### src/rtl/rx_silo_pkg.sv
package rx_silo_pkg;

  localparam int CHAR_W = 8;
  localparam int LINE_W = 3;
  localparam int WORD_W = 16;

  // One stored entry: flags above line number above character.
  typedef struct packed {
    logic              ovr;
    logic              ferr;
    logic              perr;
    logic [LINE_W-1:0] line;
    logic [CHAR_W-1:0] ch;
  } rx_entry_t;

  // Build the read word: valid, three flags, a zero spacer, line, char.
  function automatic logic [WORD_W-1:0] pack_word(input logic valid,
                                                  input rx_entry_t e);
    return {valid, e.ovr, e.ferr, e.perr, 1'b0, e.line, e.ch};
  endfunction

endpackage

### src/rtl/rx_silo_fifo.sv
module rx_silo_fifo
  import rx_silo_pkg::*;
#(
  parameter int DEPTH = 64
) (
  input  logic      clk,
  input  logic      rst_n,
  input  logic      flush,
  input  logic      push,
  input  rx_entry_t entry_in,
  input  logic      pop,
  output rx_entry_t head,
  output logic      empty,
  output logic      full
);

  localparam int AW = (DEPTH > 1) ? $clog2(DEPTH) : 1;
  localparam int CW = $clog2(DEPTH + 1);
  localparam logic [AW-1:0] LAST = AW'(DEPTH - 1);
  localparam logic [CW-1:0] CAP  = CW'(DEPTH);

  logic [AW-1:0] wptr_q, wptr_d;
  logic [AW-1:0] rptr_q, rptr_d;
  logic [CW-1:0] cnt_q, cnt_d;
  rx_entry_t     mem [DEPTH];

  function automatic logic [AW-1:0] bump(input logic [AW-1:0] p);
    return (p == LAST) ? '0 : p + 1'b1;
  endfunction

  // Next-state for pointers and occupancy; flush wins over everything.
  always_comb begin
    wptr_d = wptr_q;
    rptr_d = rptr_q;
    cnt_d  = cnt_q;
    if (flush) begin
      wptr_d = '0;
      rptr_d = '0;
      cnt_d  = '0;
    end else begin
      if (push) wptr_d = bump(wptr_q);
      if (pop)  rptr_d = bump(rptr_q);
      if (push && !pop)      cnt_d = cnt_q + 1'b1;
      else if (pop && !push) cnt_d = cnt_q - 1'b1;
    end
  end

  always_ff @(posedge clk or negedge rst_n) begin
    if (!rst_n) begin
      wptr_q <= '0;
      rptr_q <= '0;
      cnt_q  <= '0;
    end else begin
      wptr_q <= wptr_d;
      rptr_q <= rptr_d;
      cnt_q  <= cnt_d;
    end
  end

  // Storage array: no reset, written only on an accepted push.
  always_ff @(posedge clk) begin
    if (push && !flush) mem[wptr_q] <= entry_in;
  end

  assign head  = mem[rptr_q];
  assign empty = (cnt_q == '0);
  assign full  = (cnt_q == CAP);

  // occupancy never passes the depth
  a_r10_count_bound: assert property (@(posedge clk) disable iff (!rst_n)
    cnt_q <= CAP);
  // the control logic never pushes into a full queue
  a_r10_no_push_full: assert property (@(posedge clk) disable iff (!rst_n)
    push |-> !full);
  // nothing is popped from an empty queue
  a_r3_no_pop_empty: assert property (@(posedge clk) disable iff (!rst_n)
    pop |-> !empty);

endmodule

### src/rtl/rx_silo_settle.sv
module rx_silo_settle #(
  parameter int SETTLE_CYC = 4
) (
  input  logic clk,
  input  logic rst_n,
  input  logic rd,
  output logic busy
);

  localparam int TW = (SETTLE_CYC > 0) ? $clog2(SETTLE_CYC + 1) : 1;
  localparam logic [TW-1:0] LOAD = TW'(SETTLE_CYC);

  logic [TW-1:0] tmr_q, tmr_d;

  // Each read reloads the blanking timer; otherwise count down to zero.
  always_comb begin
    tmr_d = tmr_q;
    if (rd)                tmr_d = LOAD;
    else if (tmr_q != '0)  tmr_d = tmr_q - 1'b1;
  end

  always_ff @(posedge clk or negedge rst_n) begin
    if (!rst_n) tmr_q <= '0;
    else        tmr_q <= tmr_d;
  end

  assign busy = (tmr_q != '0);

  generate
    if (SETTLE_CYC > 0) begin : g_chk
      // the cycle after a read is always blanked
      a_r4_blank_after_read: assert property (@(posedge clk) disable iff (!rst_n)
        rd |=> busy);
    end
  endgenerate

endmodule

### src/rtl/rx_silo_alarm.sv
module rx_silo_alarm #(
  parameter int ALARM_AT = 16
) (
  input  logic clk,
  input  logic rst_n,
  input  logic flush,
  input  logic push,
  input  logic rd,
  output logic alarm
);

  localparam int AW = (ALARM_AT > 1) ? $clog2(ALARM_AT) : 1;
  localparam logic [AW-1:0] TOP = AW'(ALARM_AT - 1);

  logic [AW-1:0] cnt_q, cnt_d;
  logic          alm_q, alm_d;

  // Arrivals since the last read; wraps to zero when the alarm fires.
  always_comb begin
    cnt_d = cnt_q;
    alm_d = alm_q;
    if (flush) begin
      cnt_d = '0;
      alm_d = 1'b0;
    end else if (rd) begin
      cnt_d = push ? AW'(1) : '0;
      alm_d = 1'b0;
    end else if (push) begin
      if (cnt_q == TOP) begin
        cnt_d = '0;
        alm_d = 1'b1;
      end else begin
        cnt_d = cnt_q + 1'b1;
      end
    end
  end

  always_ff @(posedge clk or negedge rst_n) begin
    if (!rst_n) begin
      cnt_q <= '0;
      alm_q <= 1'b0;
    end else begin
      cnt_q <= cnt_d;
      alm_q <= alm_d;
    end
  end

  assign alarm = alm_q;

  // a read leaves the alarm clear
  a_r6_read_clears: assert property (@(posedge clk) disable iff (!rst_n)
    rd |=> !alarm);
  // the alarm only rises after an accepted arrival
  a_r6_rise_on_push: assert property (@(posedge clk) disable iff (!rst_n)
    $rose(alarm) |-> $past(push));

endmodule

### src/rtl/rx_silo.sv
module rx_silo
  import rx_silo_pkg::*;
#(
  parameter int DEPTH      = 64,
  parameter int SETTLE_CYC = 4,
  parameter int ALARM_AT   = 16
) (
  input  logic              clk,
  input  logic              rst_n,
  input  logic              scan_en,
  input  logic              clr,
  input  logic              ctl_wr,
  input  logic              ctl_rie,
  input  logic              ctl_sae,
  input  logic              wr_en,
  input  logic [CHAR_W-1:0] wr_char,
  input  logic [LINE_W-1:0] wr_line,
  input  logic              wr_perr,
  input  logic              wr_ferr,
  input  logic              wr_ovr,
  input  logic              rd_en,
  output logic [WORD_W-1:0] rd_word,
  output logic              done,
  output logic              alarm,
  output logic              irq,
  output logic              rie_o,
  output logic              sae_o,
  output logic              ovf_pulse
);

  rx_entry_t entry_in, head;
  logic      empty, full, busy;
  logic      flush, offer, push, drop, pop, valid;
  logic      rie_q, rie_d, sae_q, sae_d, ovf_q;

  assign entry_in = '{ovr: wr_ovr, ferr: wr_ferr, perr: wr_perr,
                      line: wr_line, ch: wr_char};

  // Scan-off or clear hold the queue empty.
  assign flush = clr | ~scan_en;
  assign offer = wr_en & ~flush;
  assign push  = offer & ~full;
  assign drop  = offer & full;
  assign valid = scan_en & ~empty & ~busy;
  assign pop   = rd_en & valid;

  rx_silo_fifo #(.DEPTH(DEPTH)) u_fifo (
    .clk      (clk),
    .rst_n    (rst_n),
    .flush    (flush),
    .push     (push),
    .entry_in (entry_in),
    .pop      (pop),
    .head     (head),
    .empty    (empty),
    .full     (full)
  );

  rx_silo_settle #(.SETTLE_CYC(SETTLE_CYC)) u_settle (
    .clk   (clk),
    .rst_n (rst_n),
    .rd    (rd_en),
    .busy  (busy)
  );

  rx_silo_alarm #(.ALARM_AT(ALARM_AT)) u_alarm (
    .clk   (clk),
    .rst_n (rst_n),
    .flush (flush),
    .push  (push),
    .rd    (rd_en),
    .alarm (alarm)
  );

  // Interrupt enables: clear wins over a control write.
  always_comb begin
    rie_d = rie_q;
    sae_d = sae_q;
    if (clr) begin
      rie_d = 1'b0;
      sae_d = 1'b0;
    end else if (ctl_wr) begin
      rie_d = ctl_rie;
      sae_d = ctl_sae;
    end
  end

  always_ff @(posedge clk or negedge rst_n) begin
    if (!rst_n) begin
      rie_q <= 1'b0;
      sae_q <= 1'b0;
      ovf_q <= 1'b0;
    end else begin
      rie_q <= rie_d;
      sae_q <= sae_d;
      ovf_q <= drop;
    end
  end

  assign rd_word   = pack_word(valid, head);
  assign done      = valid;
  assign irq       = rie_q & (sae_q ? alarm : valid);
  assign rie_o     = rie_q;
  assign sae_o     = sae_q;
  assign ovf_pulse = ovf_q;

  // in alarm mode nothing requests service until the alarm is up
  a_r7_alarm_mode_quiet: assert property (@(posedge clk) disable iff (!rst_n)
    (sae_q && !alarm) |-> !irq);
  // scan disabled leaves no valid word in the next cycle
  a_r8_scan_off_empty: assert property (@(posedge clk) disable iff (!rst_n)
    !scan_en |=> !done);
  // clear drops the enables and the valid word
  a_r9_clear_resets: assert property (@(posedge clk) disable iff (!rst_n)
    clr |=> (!rie_o && !sae_o && !rd_word[15]));
  // an overflow pulse always follows an offered write
  a_r10_pulse_cause: assert property (@(posedge clk) disable iff (!rst_n)
    ovf_pulse |-> $past(wr_en));

endmodule

### config.mk
export PLATFORM = sky130hd
export DESIGN_NAME = rx_silo
export DESIGN_NICKNAME = d
export VERILOG_FILES = /design/src/rtl/rx_silo_pkg.sv /design/src/rtl/rx_silo_fifo.sv /design/src/rtl/rx_silo_settle.sv /design/src/rtl/rx_silo_alarm.sv /design/src/rtl/rx_silo.sv
export SDC_FILE = /design/constraint.sdc
export NUM_CORES = 1
export LEC_CHECK = 0
export BUFFER_PORTS_ARGS = -buffer_cell sky130_fd_sc_hd__buf_4
export CORE_ASPECT_RATIO = 1.2
export CORE_MARGIN = 5
export CORE_UTILIZATION = 45
export DETAILED_ROUTE_END_ITERATION = 10
export HOLD_SLACK_MARGIN = 0.1
export PLACE_DENSITY = 0.7
export RECOVER_POWER = 50
export SLEW_MARGIN = 20
export SYNTH_ARGS = -nofsm -noshare
export SYNTH_HDL_FRONTEND = slang
export SYNTH_SLANG_ARGS = --single-unit
### constraint.sdc
create_clock -name clk -period 2.7 [get_ports clk]
set_clock_uncertainty 0.15 [all_clocks]
set_input_delay 0.135 -clock clk [delete_from_list [all_inputs] [get_ports clk]]
set_output_delay 0.135 -clock clk [all_outputs]
set_load 0.01 [all_outputs]
==> Word-level counts from Yosys, hierarchy flattened <==
Memory sizes are Yosys's and may differ from the RTL's.
Index checks and enable logic that the tools add are counted.
W data, S select, Z words.
{ "classes": {"addsub": 6, "n_eq_ne": 4, "mux": 27, "bitwise": 13, "reduce_logical": 16} }
{ "ops": {"columns": ["operator", "count"], "rows": [
  ["$mux W6", 6],
  ["$mux W7", 3],
  ["$mux W4", 4],
  ["$add A6 B1 Y6 const B", 2],
  ["$eq A6 B6 Y1 const B", 2],
  ["$mux W1", 12],
  ["$reduce_bool A3 Y1", 4],
  ["$reduce_bool A2 Y1", 4],
  ["$add A7 B1 Y7 const B", 1],
  ["$and A1 B1 Y1", 7],
  ["$eq A7 B7 Y1 const B", 1],
  ["$logic_not A7 Y1", 1],
  ["$sub A7 B1 Y7 const B", 1],
  ["$mux W3", 2],
  ["$not A1 Y1", 5],
  ["$add A4 B1 Y4 const B", 1],
  ["$eq A4 B4 Y1 const B", 1],
  ["$logic_and A1 B1 Y1", 3],
  ["$logic_not A1 Y1", 3],
  ["$sub A3 B1 Y3 const B", 1],
  ["$reduce_and A2 Y1", 1],
  ["$or A1 B1 Y1", 1]
]} }
{ "word_totals": {"ff_bits": 30, "ram_bits": 896, "in_bits": 23, "out_inout_bits": 22, "word_cells": 76, "memories": 1} }
{ "memory_table": {"columns": ["name", "words", "width", "read_ports", "rd_clocked_by_memory_dff", "wr", "line", "source"], "rows": [
  ["u_fifo.mem", 64, 14, 1, 0, 1, "rx_silo_fifo.sv:25", "rx_entry_t mem [DEPTH];"]
]} }

==> Logic depth before layout (Yosys ltp) <==
Gate-level depths: netlist of the first run.
{ "depth": {"word_depth": 10, "ltp_mapped": 13, "depth_no_buf": 13} }

==> By module <==
A second synthesis of the first run with hierarchy kept.
{ "unflattened": {"cells_unflattened": 1703, "hier_area_um2": 36162.2} }
{ "by_module_without_submodules": {"columns": ["mod", "instances", "cells_per_inst", "area_each_um2", "seq_area_each_um2"], "rows": [
  ["rx_silo_fifo", 1, 1646, 35516.6, 27381.3],
  ["rx_silo_alarm", 1, 23, 285.3, 125.1],
  ["rx_silo", 1, 18, 182.7, 75.1],
  ["rx_silo_settle", 1, 16, 177.7, 75.1]
]} }

==> Worst setup path before layout of the first run <==
No wires, ideal clock.
{ "synth_path": {"kind": "reg-to-reg", "from": "register u_settle.tmr_q[0]", "to": "register u_fifo.cnt_q[6]", "setup_time_ps": 87, "arrival_ps": 2539, "required_time_ps": 2463, "path_slack_ps": -76, "stages_incl_launch_ff": 14, "path_buffers": 0, "synth_period_minus_slack_ps": 2776, "path_cell_list": "dfrtp_1 -> inv_1 -> ha_1 -> nand4b_1 -> a31o_2 -> nand2_1 -> inv_2 -> fa_1 -> nand2b_1 -> a21oi_1 -> o21a_1 -> o21ai_0 -> or3_1 -> o211ai_1"} }
{ "synth_via": {"elab_chain_len": 8, "word_cells_on_any_way": 10, "cone_classes": "mux (2); bitwise (3); reduce/logical (5)"} }
{ "synth_lines": {"columns": ["item", "line", "source"], "rows": [
  ["from (decl)", "rx_silo_settle.sv:13", "logic [TW-1:0] tmr_q, tmr_d;"],
  ["from (signal assigned)", "rx_silo_settle.sv:24", "else tmr_q <= tmr_d;"],
  ["$reduce_bool A3 Y1 (*)", "rx_silo_settle.sv:27", "assign busy = (tmr_q != '0);"],
  ["$not A1 Y1 (*)", "rx_silo.sv:44", "assign valid = scan_en & ~empty & ~busy;"],
  ["$and A1 B1 Y1 (*)", "rx_silo.sv:44", null],
  ["$and A1 B1 Y1 (*)", "rx_silo.sv:45", "assign pop = rd_en & valid;"],
  ["$logic_not A1 Y1", "rx_silo_fifo.sv:43", "if (push && !pop) cnt_d = cnt_q + 1'b1;"],
  ["$logic_and A1 B1 Y1", "rx_silo_fifo.sv:43", null],
  ["$mux W7", "rx_silo_fifo.sv:43", null],
  ["$mux W7", "rx_silo_fifo.sv:36", "if (flush) begin"],
  ["to (signal assigned)", "rx_silo_fifo.sv:56", "cnt_q <= cnt_d;"],
  ["to (decl)", "rx_silo_fifo.sv:24", "logic [CW-1:0] cnt_q, cnt_d;"]
]} }
Every way passes the cells marked *; elsewhere a longest branch is shown, timed or not.
A chain may end at the register's enable or synchronous reset.

==> Final worst setup path of the first run <==
{ "layout_path": {"from": "register u_fifo.rptr_q[0]", "to": "output port rd_word[2]"} }
{ "layout_via": {"elab_chain_len": 1} }
{ "layout_lines": {"columns": ["item", "line", "source"], "rows": [
  ["from (decl)", "rx_silo_fifo.sv:23", "logic [AW-1:0] rptr_q, rptr_d;"],
  ["from (signal assigned)", "rx_silo_fifo.sv:55", "rptr_q <= rptr_d;"],
  ["$mem_v2 Z64 W14", null, null],
  ["to (decl)", "rx_silo.sv:22", "output logic [WORD_W-1:0] rd_word,"]
]} }
Every way passes these cells.

==> results of run 1 <==
[timing repair]
action / in CTS / in global routing
hold buffers: 26 / 0
resized for setup: 102 / 61
hold endpoints to repair: 950 / 0
buffers inserted: 24 / 11
pin swaps: 41 / 29
cloned: 7 / 2
setup endpoints to repair: 16 / 92
[synth_stat cells (6+ instances only)]
cell type and n:
nand2b_1 6, nand2_1 54, nor2_1 82, a22o_1 32, o21ai_0 10, edfxtp_1 896
mux4_2 224, dfrtp_1 30, buf_1 17, buf_4 10, ha_1 11, a221oi_2 20
inv_1 12, clkbuf_1 43, o221ai_1 14, buf_6 11, a221oi_1 9, nand3_1 15
buf_2 14, a22oi_1 70, a21oi_1 16
[logic make-up (layout without fill, tap and decap cells)]
logic type	after synthesis	count (layout)	share of synthesized area (%)
compound gates	189	189	4.41
xor+xnor	8	8	0.195
fa+ha+maj	12	12	0.439
buf+inv	108	483	1.51
flops	926	926	77.0
mux	228	228	14.2
other cells	1	1	0.0104
simple gates	183	183	2.27
[path summary, 6_finish.rpt]
| kind | startpoint | end | slack (ns) | cells past startpoint |
|---|---|---|---|---|
| setup / recovery | u_fifo.rptr_q[0] | rd_word[2] | -0.78 | 12 |
| hold / removal | rd_en | u_settle.tmr_q[0] | 0.17 | 3 |
| setup reg to reg | u_fifo.cnt_q[1] | u_fifo.cnt_q[6] | -0.04 | 10 |
| hold reg to reg | u_settle.tmr_q[2] | u_settle.tmr_q[2] | 0.38 | 1 |
| max in group asynchronous | rst_n | u_fifo.rptr_q[1] | 0.16 | 4 |
| min in group asynchronous | rst_n | u_fifo.cnt_q[0] | 1.01 | 4 |
[placed cells by master (no fill, tap or decap), drive strengths merged, types with 4 or more instances in the layout]
cell type,count
dfrtp,30
xor2,5
nor2b,4
edfxtp,896
a22o,32
inv,18
buf,269
bufinv,20
ha,11
nand3,15
clkbuf,117
nand2,54
a221oi,29
nor2,83
mux4,224
clkinvlp,7
clkinv,27
nand2b,6
o21ai,10
dlygate4sd3,25
nand3b,4
o221ai,14
a21oi,16
nor3,4
a22oi,70
[per-stage QoR]
stage               area, um2  instances  setup TNS (ns)  utilization, %
global route            43600       3065          -13.49            55.0
finish                  43600       3065           -9.89            55.0
floorplan               35900       1655           -5.02               -
global placement        38900       2841           -3.28            49.2
CTS                     43200       3055          -10.26            54.6
detailed placement      38900       2841           -3.37            49.2
[power by group]
part / internal (mW) / switching, mW
logic: 0.252 / 0.463
clock network: 7.93 / 5.25
registers: 15.8 / 0.0251
total: 24.0 / 5.74
[layer usage]
layer  wire length, um  vias up  global-route usage, %
met5                 0        -                      0
met4              2590        0                   6.72
met3              6400      137                   3.48
met2             45300      884                   34.2
met1             31800     9816                   26.2
li1                  -     7617                      -
[final cells by class]
class                           count  area share (%)
Clock inverter                     59            1.92
Timing Repair Buffer              312            7.03
Multi-Input combinational cell    621            19.3
Inverter                           13           0.112
Sequential cell                   926            63.5
Clock buffer                       99            5.17
Tap cell                         1035            2.97
[worst reg2reg max path: stages, from the launching register on]
cell and delay [ns]:
dfrtp_1 0.41, nor4_4 0.38, a31o_2 0.24, nand2_4 0.08, ha_1 0.32, o21ai_2 0.20, a21oi_4 0.04, o21a_1 0.21
o311a_1 0.30, a32oi_1 0.16, o211ai_1 0.11
[state kept, by name, summed over array words and instances, names as in the netlist]
register,flops
sae_o,1
ovf_pulse,1
u_alarm.alarm,1
u_fifo.cnt_q,7
u_fifo.rptr_q,6
u_fifo.mem,896
u_fifo.wptr_q,6
rie_o,1
u_alarm.cnt_q,4
u_settle.tmr_q,3
==> impl_metrics.csv, run 1 <==
group,metric,value,unit
die,rows,113,
clock_tree,cts_sinks,926,
critical_path,slowest_stage,"dfrtp_4",
timing,fmax,288,MHz
die,core,0.0792,mm2
final_layout,antennaDiodeCount,0,
timing,fin_hold_ws,0.166,ns
synthesis,synth_edf_count,896,
synthesis,async_reset_ff_share,3.24,%
clock_tree,htreeDepth,3,
critical_path,crit_path_end_kind,"primary output",
global_route,grt_max_degree,65,
route,routed_wl,86100,um
timing,fin_crit,3.48,ns
route,drt_iter0_drc,1895,
die,ios,45,
critical_path,arrival,3.19,ns
timing,hold_viol_final,0,
global_route,grt.overflow.total,0,
synthesis,ys_types,52,
global_route,grt_pass1_vias,18868,
critical_path,critPathBufInv,7,
route,dr.pass1.iters,5,
final_layout,nFillCells,5704,
timing,setup_violations,15,
placed_design,post-place-ws,-0.319,ns
route,vias,18454,
synthesis,synth.avg_cell_area,21.7,um2
synthesis,synth.cell_area,0.0359,mm2
synthesis,synth_ff_type,"edfxtp_1",
critical_path,path_class,"reg -> out",
global_route,track_usage,20.0,%
worst_hold_path,hold_class,"in -> reg",
final_layout,seq_area,0.0277,mm2
final_layout,finalNetCount,1994,
global_route,antenna_found_initial,0,
route,viasPerCell,6.02,
global_route,grt_pass1_wl,127000,um
timing,tightest_slew,1.69,ns
synthesis,synth_area_leaders,"edfxtp_1 75%, mux4_2 14%, dfrtp_1 2.1%",
die,fp.dieH,319,um
final_layout,multi_input_area,0.00840,mm2
synthesis,yosysWarnings,0,
clock_tree,cts_root_buf,"clkbuf_16",
die,die-width,268,um
placed_design,portBuffers,43,
outcome,outcome,"complete, but fails checks",
synthesis,syn_inst,1655,
pwr,p_total,29.7,mW
clock_tree,clk_pin_slew,0.06,ns
synthesis,ys_seq_area_share,77.0,%
critical_path,critical_path.top_delay_family,"buffers and inverters",
synthesis,ys_ff_latch,926,
critical_path,crit_top_cell,"buf_4",
critical_path,crit_chain,"buf_4, buf_12, buf_12, buf_4, mux4_2, a22oi_1, buf_4, nand2_1, a22oi_2, buf_6, o221ai_2, buf_4",
clock_tree,cts_buffers,85,
route,wire_per_inst,28.1,um
die,floorplan.initialDensity,45.4,%
die,dieArea,0.0856,mm2
synthesis,synth_nets,1690,
route,ant_nets,0,
route,drc,0,
pwr,max-vdd-ir-drop,0.000671,V
pwr,p_leak,13.9,nW
outcome,failed_checks,"max-capacitance violations, max-slew violations, negative setup slack",
clock_tree,tritoncts,"built",
critical_path,path_max_fanout,11,
placed_design,hpwl,48900,um
clock_tree,clock_latency,0.64,ns
critical_path,critPathRequiredTime,2.41,ns
final_layout,final_layout_size_suffix_gt1_share,38.8,%
critical_path,setup.worst_path.start_class,"flip-flop",
timing,slew_headroom,-12.9,%
final_layout,areaGrowthSynthToFinish,21.3,%
job,max_cap_violations,8,
critical_path,slowest_delay,0.50,ns
timing,fin_ws,-0.776,ns
placed_design,place.gp.congestion,0.845,
pwr,p_per_area,682,mW/mm2
timing,rsz0062_at_grt,"true",
synthesis,synth_top_area_share,74.9,%
clock_tree,clk_path_buf_depth,3,
synthesis,synth_top_area_cell,"edfxtp_1",
timing,min_period_over_period,129,%
timing,drv_slew,427,
No activity file was read; power rests on OpenSTA's default activity.
==> run 2: changes to the inputs <==
--- a/config.mk
+++ b/config.mk
@@ -11,7 +11,7 @@
 export CORE_UTILIZATION = 45
 export DETAILED_ROUTE_END_ITERATION = 10
 export HOLD_SLACK_MARGIN = 0.1
-export PLACE_DENSITY = 0.7
+export PLACE_DENSITY = 0.68
 export RECOVER_POWER = 50
 export SLEW_MARGIN = 20
 export SYNTH_ARGS = -nofsm -noshare
==> constraint.sdc (replaced) <==
create_clock -name clk -period 3.4 [get_ports clk]
set_clock_uncertainty 0.15 [all_clocks]
set_input_delay 0.17 -clock clk [delete_from_list [all_inputs] [get_ports clk]]
set_output_delay 0.17 -clock clk [all_outputs]
set_load 0.01 [all_outputs]
==> impl_metrics.csv, run 2 (same netlist as run 1, synthesis figures left out) <==
group,metric,value,unit
clock_tree,cts_sinks,926,
timing,rsz0062_at_grt,"true",
timing,fin_hold_ws,0.175,ns
final_layout,top_register,"u_fifo.mem",
final_layout,largest_reg_flops,896,
critical_path,crit_top_cell,"buf_4",
outcome,outcome,"complete, but fails checks",
clock_tree,clk_path_buf_depth,3,
critical_path,critPathRequiredTime,3.08,ns
final_layout,seq_area,0.0277,mm2
final_layout,antennaDiodeCount,0,
clock_tree,tritoncts,"built",
pwr,internal_power,17.7,mW
die,rows,113,
final_layout,finalInstanceArea,0.0420,mm2
timing,min_period_over_period,103,%
critical_path,crit_chain,"buf_16, buf_4, mux4_2, a22oi_2, buf_4, nand2_2, a22oi_2, buf_4, o221ai_2, buf_4",
global_route,grt_pass1_vias,18367,
timing,drv_slew,444,
global_route,track_usage,19.4,%
die,floorplan.initialDensity,45.4,%
critical_path,crit_path_end_kind,"primary output",
die,ios,45,
placed_design,post-place-ws,0.247,ns
placed_design,post_dp_cell_area,0.0383,mm2
global_route,grt_use_met3,2.88,%
clock_tree,htreeDepth,3,
critical_path,setup.worst_path.start_class,"flip-flop",
timing,fin_ws,-0.0973,ns
critical_path,path_max_fanout,19,
pwr,power_frac_clock,41.0,%
route,viasPerCell,5.94,
critical_path,path_class,"reg -> out",
timing,fin_crit,3.50,ns
route,wire_per_inst,27.8,um
timing,hold_viol_final,0,
global_route,use_met2,34.2,%
global_route,busiest_layer,"met2",
worst_hold_path,hold_class,"in -> reg",
timing,fmax,286,MHz
timing,slew_headroom,-11.0,%
pwr,seqPwrFrac,56.7,%
final_layout,final_layout_size_suffix_gt1_share,33.1,%
route,drt_iter0_drc,1802,
placed_design,place.gp.congestion,0.884,
critical_path,arrival,3.18,ns
placed_design,hpwl,49000,um
final_layout,final_common_cell,"edfxtp_1",
global_route,grt_max_degree,65,
pwr,switchingPower,4.41,mW
route,drc,0,
critical_path,r2r_slack,0.24,ns
route,routed_wl,83100,um
final_layout,finalNetCount,1926,
clock_tree,cts_root_buf,"clkbuf_16",
clock_tree,clock_latency,0.64,ns
global_route,grt_use_met1,25.2,%
die,die-width,268,um
timing,tightest_slew,1.66,ns
route,ant_nets,0,
clock_tree,cts_buffers,82,
die,fp.dieH,319,um
global_route,grt.overflow.total,0,
final_layout,areaGrowthSynthToFinish,17.1,%
global_route,antenna_found_initial,1,
route,dr.pass1.iters,5,
route,vias,17746,
pwr,swShare,19.9,%
final_layout,nFillCells,5985,
die,dieArea,0.0856,mm2
pwr,combPwrFrac,2.2,%
critical_path,slowest_delay,0.50,ns
outcome,failed_checks,"max-capacitance violations, max-slew violations, negative setup slack",
pwr,max-vdd-ir-drop,0.000537,V
critical_path,slowest_stage,"mux4_2",
final_layout,most-common-layout-cells,"896 x edfxtp_1, 224 x mux4_2, 167 x buf_4",
global_route,grt_pass1_wl,124000,um
final_layout,reg_top3,"u_fifo.mem x896, u_fifo.cnt_q x7",
die,core,0.0792,mm2
job,max_cap_violations,7,
pwr,p_per_area,527,mW/mm2
final_layout,multi_input_area,0.00810,mm2
pwr,p_leak,13.3,nW
clock_tree,clk_pin_slew,0.06,ns
placed_design,portBuffers,43,
timing,setup_violations,14,
run 2: changes by cell type in the layout (fill, tap and decap cells not counted), sizes merged:
cell         delta
clkbuf          +2
bufinv         -13
bufbuf          +1
clkinvlp        -3
clkinv          +7
buf            -67
inv             -4
dlygate4sd3     +2
run 2: worst paths after layout:
| check | start | endpoint | cells past startpoint |
|---|---|---|---|
| setup / recovery | u_fifo.rptr_q[0] | rd_word[0] | 10 |
| hold / removal | rd_en | u_settle.tmr_q[0] | 3 |
| setup reg to reg | u_settle.tmr_q[0] | u_fifo.cnt_q[6] | 13 |
| hold reg to reg | u_settle.tmr_q[2] | u_settle.tmr_q[2] | 1 |
| max in group asynchronous | rst_n | u_fifo.rptr_q[1] | 4 |
| min in group asynchronous | rst_n | u_fifo.cnt_q[0] | 4 |
run 2: critical path, delay by kind of cell, from the launching register on:
family	cells	cell delay, ns
multiplexers	1	0.50
AO/OA/AOI/OAI	3	0.52
AND/OR/NAND/NOR	1	0.07
flip-flops	1	0.48
buffers and inverters	5	0.89
run 2: metrics by stage:
| stage | setup TNS [ns] | total power [mW] | std cells | util [%] |
|---|---|---|---|---|
| after global routing | -1.80 | 22.8 | 2990 | 53.1 |
| after CTS | -1.02 | 22.3 | 2983 | 53.0 |
| final | -0.642 | 22.2 | 2990 | 53.1 |
| after detailed placement | 0 | 13.3 | 2782 | 48.4 |
| after global placement | 0 | 13.2 | 2782 | 48.4 |
| after floorplan | 0 | 13.0 | 1655 | - |
run 2: metal layers:
metal  up-vias  share of wire [%]
met5         -                  0
met2       667                 53
met1      9473                 38
met3       120                6.0
met4         0                2.7
li1       7486                  -
run 2: cell type report:
class / instances / share of cell area [%]
clock buffers: 102 / 5.11
inverters: 13 / 0.116
well taps: 1035 / 3.08
repair buffers: 247 / 5.53
clock inverters: 46 / 1.10
multi-input cells: 621 / 19.3
flip-flops and latches: 926 / 65.8
run 2: what timing repair did:
action	4_1_cts	5_1_grt
gates resized for setup	73	12
hold buffers	28	0
endpoints found under the hold margin	950	0
gates cloned	2	1
setup buffers	23	6
pin swaps	3	5
endpoints found under the setup margin	14	14
run 2: power by group through the flow:
stage	clock network (mW)	logic (mW)	registers, mW
final	9.09	0.498	12.6
after global routing	9.74	0.538	12.6
after CTS	9.25	0.511	12.6
after detailed placement	0	0.470	12.8
after global placement	0	0.442	12.8
after floorplan	0	0.172	12.8
==> run 3: changes to the inputs <==
--- a/config.mk
+++ b/config.mk
@@ -6,12 +6,14 @@
 export NUM_CORES = 1
 export LEC_CHECK = 0
 export BUFFER_PORTS_ARGS = -buffer_cell sky130_fd_sc_hd__buf_4
+export CELL_PAD_IN_SITES_DETAIL_PLACEMENT = 1
+export CELL_PAD_IN_SITES_GLOBAL_PLACEMENT = 2
 export CORE_ASPECT_RATIO = 1.2
 export CORE_MARGIN = 5
 export CORE_UTILIZATION = 45
 export DETAILED_ROUTE_END_ITERATION = 10
 export HOLD_SLACK_MARGIN = 0.1
-export PLACE_DENSITY = 0.68
+export PLACE_DENSITY = 0.8
 export RECOVER_POWER = 50
 export SLEW_MARGIN = 20
 export SYNTH_ARGS = -nofsm -noshare
==> impl_metrics.csv, run 3 (same netlist as run 1, synthesis figures left out) <==
group,metric,value,unit
outcome,outcome,"complete, but fails checks",
outcome,failed_checks,"max-capacitance violations, max-slew violations, negative setup slack",
job,max_cap_violations,15,
die,ios,45,
critical_path,critical_path.top_delay_family,"compound AO/OA/AOI/OAI gates",
critical_path,slowest_delay,0.53,ns
final_layout,final_common_cell,"edfxtp_1",
pwr,max-vdd-ir-drop,0.000734,V
final_layout,finalInstanceArea,0.0424,mm2
timing,slew_headroom,-16.7,%
final_layout,seq_area,0.0277,mm2
pwr,p_total,22.3,mW
route,vias,18466,
critical_path,critPathRequiredTime,3.08,ns
clock_tree,htreeDepth,3,
clock_tree,clk_path_buf_depth,3,
critical_path,setup.worst_path.start_class,"flip-flop",
critical_path,path_max_fanout,10,
timing,setup_violations,14,
final_layout,finalNetCount,1942,
final_layout,nFillCells,6858,
timing,tightest_slew,1.75,ns
global_route,grt_pass1_vias,19471,
placed_design,post_dp_cell_area,0.0384,mm2
die,rows,113,
final_layout,fin_cells,3007,
global_route,grt_pass1_wl,139000,um
timing,fin_ws,-0.191,ns
clock_tree,clock_latency,0.63,ns
placed_design,portBuffers,43,
final_layout,largest_reg_flops,896,
timing,fmax,278,MHz
timing,fin_crit,3.59,ns
clock_tree,clk_pin_slew,0.06,ns
die,core,0.0792,mm2
critical_path,path_class,"reg -> out",
die,floorplan.initialDensity,45.4,%
global_route,grt_max_degree,65,
final_layout,multi_input_area,0.00819,mm2
clock_tree,cts_sinks,926,
timing,final.setup.tns,-1.54,ns
critical_path,critPathBufInv,3,
critical_path,crit_path_end_kind,"primary output",
global_route,grt.overflow.total,0,
route,drt_iter0_drc,1892,
critical_path,r2r_slack,0.30,ns
clock_tree,cts_buffers,83,
route,dr.pass1.iters,6,
final_layout,areaGrowthSynthToFinish,18.2,%
placed_design,hpwl,53900,um
route,drc,0,
timing,rsz0062_at_grt,"true",
critical_path,crit_chain,"buf_4, bufbuf_16, mux4_2, a22oi_2, nand2_2, a22oi_2, o221ai_2, buf_4",
route,routed_wl,94800,um
route,wire_per_inst,31.5,um
die,fp.dieH,319,um
final_layout,top_register,"u_fifo.mem",
die,die-width,268,um
timing,fin_hold_ws,0.148,ns
route,viasPerCell,6.14,
route,ant_nets,0,
timing,hold_viol_final,0,
timing,drv_slew,811,
final_layout,final_layout_size_suffix_gt1_share,34.2,%
final_layout,antennaDiodeCount,0,
clock_tree,tritoncts,"built",
worst_hold_path,hold_class,"in -> reg",
global_route,track_usage,22.1,%
global_route,antenna_found_initial,0,
clock_tree,cts_root_buf,"clkbuf_16",
final_layout,most-common-layout-cells,"896 x edfxtp_1, 224 x mux4_2, 173 x buf_4",
critical_path,slowest_stage,"mux4_2",
placed_design,dp.cells,2779,
pwr,p_leak,13.4,nW
placed_design,place.gp.congestion,0.826,
die,dieArea,0.0856,mm2
critical_path,arrival,3.27,ns
final_layout,reg_top3,"u_fifo.mem x896, u_fifo.cnt_q x7",
timing,min_period_over_period,106,%
pwr,p_per_area,525,mW/mm2
run 3: worst register-to-register path: stages, from the launching register on:
cell and delay (ns):
dfrtp_1 0.41, inv_1 0.11, ha_1 0.22, nand4b_1 0.13, a31o_2 0.30, nand2_2 0.18
inv_2 0.06, fa_1 0.37, nand2b_1 0.19, a21oi_1 0.20, o21a_1 0.19, o21ai_0 0.11
or3_1 0.32, o211ai_1 0.09
run 3: final cells by class:
type	count	area share, %
clock buffers	107	5.31
clock inverters	43	0.834
inverters	13	0.115
multi-input cells	621	19.3
flip-flops and latches	926	65.2
well taps	1035	3.05
repair buffers	262	6.21
run 3: per-layer routing:
layer  vias up  part of all wire, %  GRT usage [%]
met2       867                   52           37.3
met4         0                  3.8           8.01
met3       168                  6.9           3.61
met5         -                    0              0
met1      9926                   38           29.3
li1       7505                    -              -
run 3: stage by stage:
step | setup WS, ns | utilization (%)
4_1_cts | -0.162 | 53.3
3_5_place_dp | -0.0281 | 48.5
2_1_floorplan | 0.624 | -
5_1_grt | -0.232 | 53.6
6_report | -0.191 | 53.6
3_3_place_gp | 0.107 | 48.5
run 3: worst paths after layout:
| check | start | to | depth (start not counted) |
|---|---|---|---|
| setup / recovery | u_fifo.rptr_q[0] | rd_word[7] | 8 |
| hold / removal | clr | rie_o | 3 |
| setup reg to reg | u_settle.tmr_q[0] | u_fifo.cnt_q[6] | 13 |
| hold reg to reg | u_settle.tmr_q[2] | u_settle.tmr_q[2] | 1 |
| max in group asynchronous | rst_n | u_fifo.rptr_q[0] | 4 |
| min in group asynchronous | rst_n | u_alarm.cnt_q[3] | 4 |
run 3: timing repair:
| item | CTS | global route |
|---|---|---|
| gates cloned | 9 | 3 |
| resized for setup | 83 | 26 |
| endpoints found under the hold margin | 950 | 0 |
| hold buffers | 27 | 0 |
| pin swaps | 23 | 15 |
| buffers inserted | 25 | 19 |
| setup endpoints to repair | 14 | 15 |
run 3: where the power goes:
part | switching (mW) | internal (mW)
Combinational | 0.369 | 0.155
Sequential | 0.0257 | 12.5
Clock | 4.03 | 5.13
